File: src/rtl/escan_pkg.sv
package escan_pkg;

  typedef enum logic [2:0] {
    P_IDLE    = 3'd0,
    P_LOAD1   = 3'd1,
    P_COPY    = 3'd2,
    P_LOAD2   = 3'd3,
    P_LAUNCH  = 3'd4,
    P_CAPTURE = 3'd5
  } esc_phase_e;

endpackage

File: src/rtl/escan_cell.sv
module escan_cell (
  input  logic clk,
  input  logic rst_n,
  input  logic shift_en,
  input  logic cap_en,
  input  logic hold_en,
  input  logic ser_in,
  input  logic resp_in,
  output logic ff_out,
  output logic hold_out
);

  logic ff_q, ff_d;
  logic hold_q, hold_d;

  // shift flip-flop: serial shift has priority, otherwise parallel capture
  always_comb begin
    ff_d = ff_q;
    if (shift_en) begin
      ff_d = ser_in;
    end else if (cap_en) begin
      ff_d = resp_in;
    end
  end

  // hold stage: follows the flip-flop only while enabled
  always_comb begin
    hold_d = hold_q;
    if (hold_en) begin
      hold_d = ff_q;
    end
  end

  always_ff @(posedge clk or negedge rst_n) begin
    if (!rst_n) begin
      ff_q   <= 1'b0;
      hold_q <= 1'b0;
    end else begin
      ff_q   <= ff_d;
      hold_q <= hold_d;
    end
  end

  assign ff_out   = ff_q;
  assign hold_out = hold_q;

endmodule

File: src/rtl/escan_seq.sv
module escan_seq
  import escan_pkg::*;
#(
  parameter int N = 8
) (
  input  logic       clk,
  input  logic       rst_n,
  input  logic       start,
  output logic       shift_en,
  output logic       hold_en,
  output logic       cap_en,
  output logic       done,
  output esc_phase_e phase
);

  localparam int CW = (N > 2) ? $clog2(N) : 1;
  localparam logic [CW-1:0] LAST = CW'(N - 1);

  esc_phase_e    phase_q, phase_d;
  logic [CW-1:0] cnt_q, cnt_d;
  logic          done_q, done_d;
  logic          last_bit;

  assign last_bit = (cnt_q == LAST);

  always_comb begin
    phase_d = phase_q;
    cnt_d   = cnt_q;
    done_d  = 1'b0;
    unique case (phase_q)
      P_IDLE: begin
        cnt_d = '0;
        if (start) begin
          phase_d = P_LOAD1;
        end
      end
      P_LOAD1: begin
        if (last_bit) begin
          cnt_d   = '0;
          phase_d = P_COPY;
        end else begin
          cnt_d = cnt_q + 1'b1;
        end
      end
      P_COPY: begin
        phase_d = P_LOAD2;
      end
      P_LOAD2: begin
        if (last_bit) begin
          cnt_d   = '0;
          phase_d = P_LAUNCH;
        end else begin
          cnt_d = cnt_q + 1'b1;
        end
      end
      P_LAUNCH: begin
        phase_d = P_CAPTURE;
      end
      P_CAPTURE: begin
        phase_d = P_IDLE;
        done_d  = 1'b1;
      end
      default: begin
        phase_d = P_IDLE;
        cnt_d   = '0;
      end
    endcase
  end

  always_ff @(posedge clk or negedge rst_n) begin
    if (!rst_n) begin
      phase_q <= P_IDLE;
      cnt_q   <= '0;
      done_q  <= 1'b0;
    end else begin
      phase_q <= phase_d;
      cnt_q   <= cnt_d;
      done_q  <= done_d;
    end
  end

  assign shift_en = (phase_q == P_LOAD1) || (phase_q == P_LOAD2);
  assign hold_en  = (phase_q == P_COPY) || (phase_q == P_LAUNCH);
  assign cap_en   = (phase_q == P_CAPTURE);
  assign done     = done_q;
  assign phase    = phase_q;

endmodule

File: src/rtl/escan_chain.sv
module escan_chain
  import escan_pkg::*;
#(
  parameter int N = 8
) (
  input  logic         clk,
  input  logic         rst_n,
  input  logic         start,
  input  logic         scan_in,
  output logic         scan_out,
  output logic [N-1:0] logic_drive,
  input  logic [N-1:0] logic_resp,
  output logic         done
);

  logic         shift_en;
  logic         hold_en;
  logic         cap_en;
  esc_phase_e   phase;
  logic [N-1:0] ff_vec;
  logic [N-1:0] ser_vec;

  escan_seq #(.N(N)) u_seq (
    .clk      (clk),
    .rst_n    (rst_n),
    .start    (start),
    .shift_en (shift_en),
    .hold_en  (hold_en),
    .cap_en   (cap_en),
    .done     (done),
    .phase    (phase)
  );

  // serial path: cell 0 takes scan_in, cell i takes cell i-1
  assign ser_vec = {ff_vec[N-2:0], scan_in};

  for (genvar gi = 0; gi < N; gi++) begin : g_cell
    escan_cell u_cell (
      .clk      (clk),
      .rst_n    (rst_n),
      .shift_en (shift_en),
      .cap_en   (cap_en),
      .hold_en  (hold_en),
      .ser_in   (ser_vec[gi]),
      .resp_in  (logic_resp[gi]),
      .ff_out   (ff_vec[gi]),
      .hold_out (logic_drive[gi])
    );
  end

  assign scan_out = ff_vec[N-1];

endmodule

File: config.mk
export PLATFORM = sky130hd
export DESIGN_NAME = escan_chain
export DESIGN_NICKNAME = d
export VERILOG_FILES = /design/src/rtl/escan_pkg.sv /design/src/rtl/escan_cell.sv /design/src/rtl/escan_seq.sv /design/src/rtl/escan_chain.sv
export SDC_FILE = /design/constraint.sdc
export NUM_CORES = 1
export LEC_CHECK = 0
export BUFFER_PORTS_ARGS = -buffer_cell sky130_fd_sc_hd__buf_2
export CAP_MARGIN = 20
export CORE_ASPECT_RATIO = 0.8
export CORE_MARGIN = 1.5
export CORE_UTILIZATION = 50
export DETAILED_ROUTE_END_ITERATION = 6
export PLACE_DENSITY = 0.74
export SETUP_SLACK_MARGIN = 0.02
export SLEW_MARGIN = 10
export SYNTH_ARGS = -nofsm -noshare
export SYNTH_HDL_FRONTEND = slang
export SYNTH_SLANG_ARGS = --single-unit
File: constraint.sdc
create_clock -name clk -period 3.3 [get_ports clk]
set_input_delay 0.165 -clock clk [delete_from_list [all_inputs] [get_ports clk]]
set_output_delay 0.165 -clock clk [all_outputs]
set_load 0.1 [all_outputs]
# After elaboration in Yosys (flattened, before gate mapping)
# Index checks and enable logic that the tools add are counted.
dict set report totals {
  register_bits 23
  wordCells 59
  inputBits 12
  mem_bits_rw 0
  mem_count 0
  latch_bits 0
  output_inout_bits 10
  romBits 0
}
dict set report op_classes {
  muxes 23
  div 0
  shift 0
  n_mul 0
  add_sub_neg 1
  eq_ne 9
  reduce_logical 7
  bitwise_logic 0
  order_cmp 0
}
# operator count
set ops {}
lappend ops {{1-bit 2-to-1 mux} 17}
lappend ops {{3-bit one-hot mux with 5 select lines} 1}
lappend ops {{3-bit 2-to-1 mux} 4}
lappend ops {{3-bit == test, second input constant} 3}
lappend ops {{3-bit by 2-bit == test with 1-bit output, second input constant} 2}
lappend ops {{3-bit one-hot mux with 2 select lines} 1}
lappend ops {{2-bit by 1-bit inequality test with 1-bit output, second input constant} 2}
lappend ops {{3-bit by 1-bit adder with 3-bit output, second input constant} 1}
lappend ops {{3-bit by 1-bit == test with 1-bit output, second input constant} 1}
lappend ops {{3-bit logical NOT} 1}
lappend ops {{3-bit AND reduction} 1}
lappend ops {{3-bit OR reduction} 1}
lappend ops {{1-bit logical OR} 2}
lappend ops {{2-bit inequality test, second input constant} 1}
lappend ops {{2-bit nonzero test} 1}
lappend ops {{2-bit OR reduction} 1}

# Logic depth before layout (Yosys ltp)
dict set report depth {
  ltp_word 3
  ltp_mapped 5
}

# Cells and area by module
# A second synthesis with hierarchy kept.
dict set report hier_totals {
  hier_cells 83
  area_unflattened_um2 1086.0
}
# module seq_area_each_um2 n_inst cells_per_inst area_each_um2
set modules_own_cells {}
lappend modules_own_cells {escan_cell 50.0 8 6 83.8}
lappend modules_own_cells {escan_seq 175.2 1 35 415.4}

# Worst setup path before layout
# Ideal clock, no wire load.
dict set report synth_timing {
  kind {reg-to-reg}
  startpoint {reg g_cell[7].u_cell.ff_out (netlist name)}
  endpoint {reg g_cell[7].u_cell.ff_q}
  setup_ps 78
  n_path_buf 0
  stages_incl_launch_ff 3
  t_arrival_ps 1267
  required_ps 3222
  slack_ps 1955
  path_cell_list {dfrtp_1 o22ai_1 a21oi_1}
}
# item line
set synth_lines {}
lappend synth_lines {{end signal: assignment} escan_cell.sv:36} ;# ff_q <= 1'b0;
lappend synth_lines {{end signal: assignment} escan_cell.sv:39} ;# ff_q <= ff_d;
lappend synth_lines {{end: declaration} escan_cell.sv:13} ;# logic ff_q, ff_d;

# Final worst setup path
dict set report layout_timing {
  startpoint {reg u_seq.phase_q[0] (netlist: u_seq.phase[0])}
  endpoint {reg g_cell[6].u_cell.ff_q}
}
dict set report layout_via {
  elab_chain_len 3
  elab_cells_between_ends 6
  cone_classes {3 x eq/ne; 1 x mux; 2 x reduce/logical}
}
# item line
set layout_rtl {}
lappend layout_rtl {{start: declaration} escan_seq.sv:19} ;# esc_phase_e phase_q, phase_d;
lappend layout_rtl {{start signal: assignment} escan_seq.sv:76} ;# phase_q <= phase_d;
lappend layout_rtl {{3-bit by 1-bit == test with 1-bit output / 3-bit by 2-bit == test with 1-bit output (equally long branches)} escan_seq.sv:82} ;# assign shift_en = (phase_q == P_LOAD1) || (phase_q == P_LOAD2);
lappend layout_rtl {{1-bit logical OR} escan_seq.sv:82}
lappend layout_rtl {{1-bit 2-to-1 mux / 2-bit nonzero test (equally long branches)} --}
lappend layout_rtl {{end signal: assignment} escan_cell.sv:36}
lappend layout_rtl {{end signal: assignment} escan_cell.sv:39}
lappend layout_rtl {{end: declaration} escan_cell.sv:13}
# Parallel ways exist; a longest one is shown, timed or not.
# A chain may end at the register's enable or synchronous reset.

==> results_dict.tcl <==
set metrics [dict create \
    initial_core_utilization_pct 55.6 \
    floorplan.die.height_um 45.0 \
    crit_type "reg2reg" \
    wire_length_of_the_first_global_routing_pass_mm 3.41 \
    clock.fmax_mhz 632 \
    dieArea_mm2 0.00249 \
    maxCapViolCount 0 \
    grt_start_max_net_pins 24 \
    critical_path.max_fanout 19 \
    core.rowCount 14 \
    share_of_synthesized_area_occupied_by_flip_flops_and_latches_pct 52.3 \
    groute.usage.overall_pct 18.4 \
    result_of_the_run "complete, no violations" \
    final_antenna_net_count 0 \
    yosys.area.top_type_share_pct 52.3 \
    globalRoute.totalOverflow 0 \
    syn_nets 113 \
    final_skew_ns 0.00170 \
    post-route-util_pct 58.8 \
    most-common-layout-cells "dfrtp_1 (23), buf_2 (21), o22ai_1 (16), a21oi_1 (9), mux2_2 (8)" \
    setup-tns-final_ns 0 \
    ioPinCount 22 \
    diodes 0 \
    coreArea_mm2 0.00198 \
    hold-worst-slack_ns 0.133 \
    vias 772 \
    placement.cell_area_mm2 0.00113 \
    placement.io_buffers 21 \
    average_routed_wire_per_standard_cell_um 14.4 \
    timing.final.crit_period_ns 1.58 \
    globalplace.congestion 0.766 \
    detail_route.iter0.violations 17 \
    drive_above_1_share_pct 30.0 \
    grt_pass1_vias 747 \
    cp.arrival_ns 1.76 \
    critical_path_launch_point_type "register" \
    cts_root_buffer "clkbuf_4" \
    flow.area_growth_from_synthesis_pct 5.68 \
    ys_warn_count 0 \
    antenna_violations_before_repair 0 \
    netlist_area_mm2 0.00110 \
    finish.net_count 125 \
    report.final.slew_viol_count 0 \
    clkSinkCount 23 \
    post-route-cell-area_mm2 0.00116 \
    detail_route.first_pass.iterations 4 \
    setup_repair_after_global_routing_missed_its_margin "false" \
    viasPerCell 5.76 \
    cp-end-kind "register" \
    drt_wl_total_mm 1.93 \
    tritoncts "done" \
    numCtsBuffers 3 \
    hold_viol_final 0 \
    yosys-top-cells-area "dfrtp_1 (52%), o22ai_1 (9.1%), mux2_2 (8.2%), buf_4 (6.1%), a21oi_1 (4.1%)" \
    cts.repair.resized 0 \
    clock_insertion_delay_worst_skew_ns 0.31 \
    slew_worst_pin_ns 0.612 \
    syn_avg_cell_area_um2 11.1 \
    yosysUniqueCellTypes 24 \
    die_w_um 55.5 \
    syn_inst 99 \
    clock_tree.buffer_depth 2 \
    synthDominantAreaCellType "dfrtp_1" \
    critical_path_required_ns 3.48 \
    detail_route.drc_violations 0 \
    layout_worst_path_cycle_share_pct 47.9 \
    ys_seq_elements 23 \
    setup_viol_count_final 0 \
    slew_headroom_pct 59.2 \
    holdCritPathClass "in2reg" \
    cts.clk_slew.worst_paths_ns 0.12 \
    htree_num_levels 1 \
    hpwlAfterDp_mm 1.35 \
    layout.cells.most_common "dfrtp_1" \
]
logic make-up (layout without fill, tap and decap cells):
kind of cell | count (synthesis) | after routing | share of synthesized area (%)
compound gates | 32 | 32 | 17.0
simple gates | 15 | 15 | 8.07
buf+inv | 17 | 28 | 10.6
xor+xnor | 2 | 2 | 1.59
mux | 8 | 8 | 8.18
flops | 23 | 23 | 52.3
fa+ha+maj | 2 | 2 | 2.27
critical path, stage by stage, from the launching register on:
cell and delay (ns):
dfrtp_1 0.75, nand2b_1 0.37, o22ai_1 0.23, a21oi_1 0.09
area by class of cell:
type	instances	area (um^2)
Tap cell	24	30.0
Timing Repair Buffer	22	115
Sequential cell	23	576
Fill cell	174	816
Multi-Input combinational cell	59	409
Clock buffer	4	26.3
Inverter	2	7.51
registers in the layout, indices dropped and copies added (netlist names):
name,count
g_cell.u_cell.hold_out,8
u_seq.cnt_q,3
u_seq.done,1
u_seq.phase,3
g_cell.u_cell.ff_out,8
layer usage:
metal,global-route usage (%),vias to the layer above,part of all wire (%)
met5,0,-,0
met4,5.85,0,0.52
met3,6.30,2,6.1
met2,31.2,26,46
met1,22.7,370,47
li1,-,374,-
synth_stat cells:
| library cell | instances |
|---|---|
| and3_1 | 1 |
| nand2_1 | 4 |
| a21oi_1 | 9 |
| ha_1 | 2 |
| clkinv_1 | 1 |
| a22oi_1 | 2 |
| or3_1 | 1 |
| nor2b_1 | 2 |
| nand2b_1 | 2 |
| o31ai_1 | 1 |
| buf_4 | 9 |
| o21ai_0 | 4 |
| nor4bb_1 | 1 |
| clkbuf_1 | 1 |
| mux2_2 | 8 |
| o22ai_1 | 16 |
| nor2_1 | 2 |
| buf_6 | 2 |
| buf_2 | 3 |
| xnor2_1 | 2 |
| inv_1 | 1 |
| nor2_4 | 1 |
| dfrtp_1 | 23 |
| or4_1 | 1 |
metrics by stage:
step                      setup WS [ns]  cells
after floorplan                    1.96     99
after global placement             1.77    129
after detailed placement           1.76    129
after CTS                          1.73    134
after global routing               1.58    134
final                              1.72    134
worst paths after layout:
check | from | end | slack (ns) | cells after the start
max | u_seq.phase[0] | g_cell[6].u_cell.ff_out | 1.72 | 3
min | scan_in | g_cell[0].u_cell.ff_out | 0.13 | 3
max reg2reg | u_seq.phase[0] | g_cell[6].u_cell.ff_out | 1.72 | 3
min reg2reg | g_cell[3].u_cell.hold_out | g_cell[3].u_cell.hold_out | 0.51 | 1
max in group asynchronous | rst_n | g_cell[4].u_cell.hold_out | 2.62 | 2
min in group asynchronous | rst_n | u_seq.cnt_q[1] | 0.34 | 2
timing repair:
item	in CTS	in global routing
hold buffers	1	0
endpoints found under the hold margin	23	0
buffers inserted	0	0
Power is not shown: default switching activity piles up to over one toggle a cycle in this logic, so the estimate is an artifact.
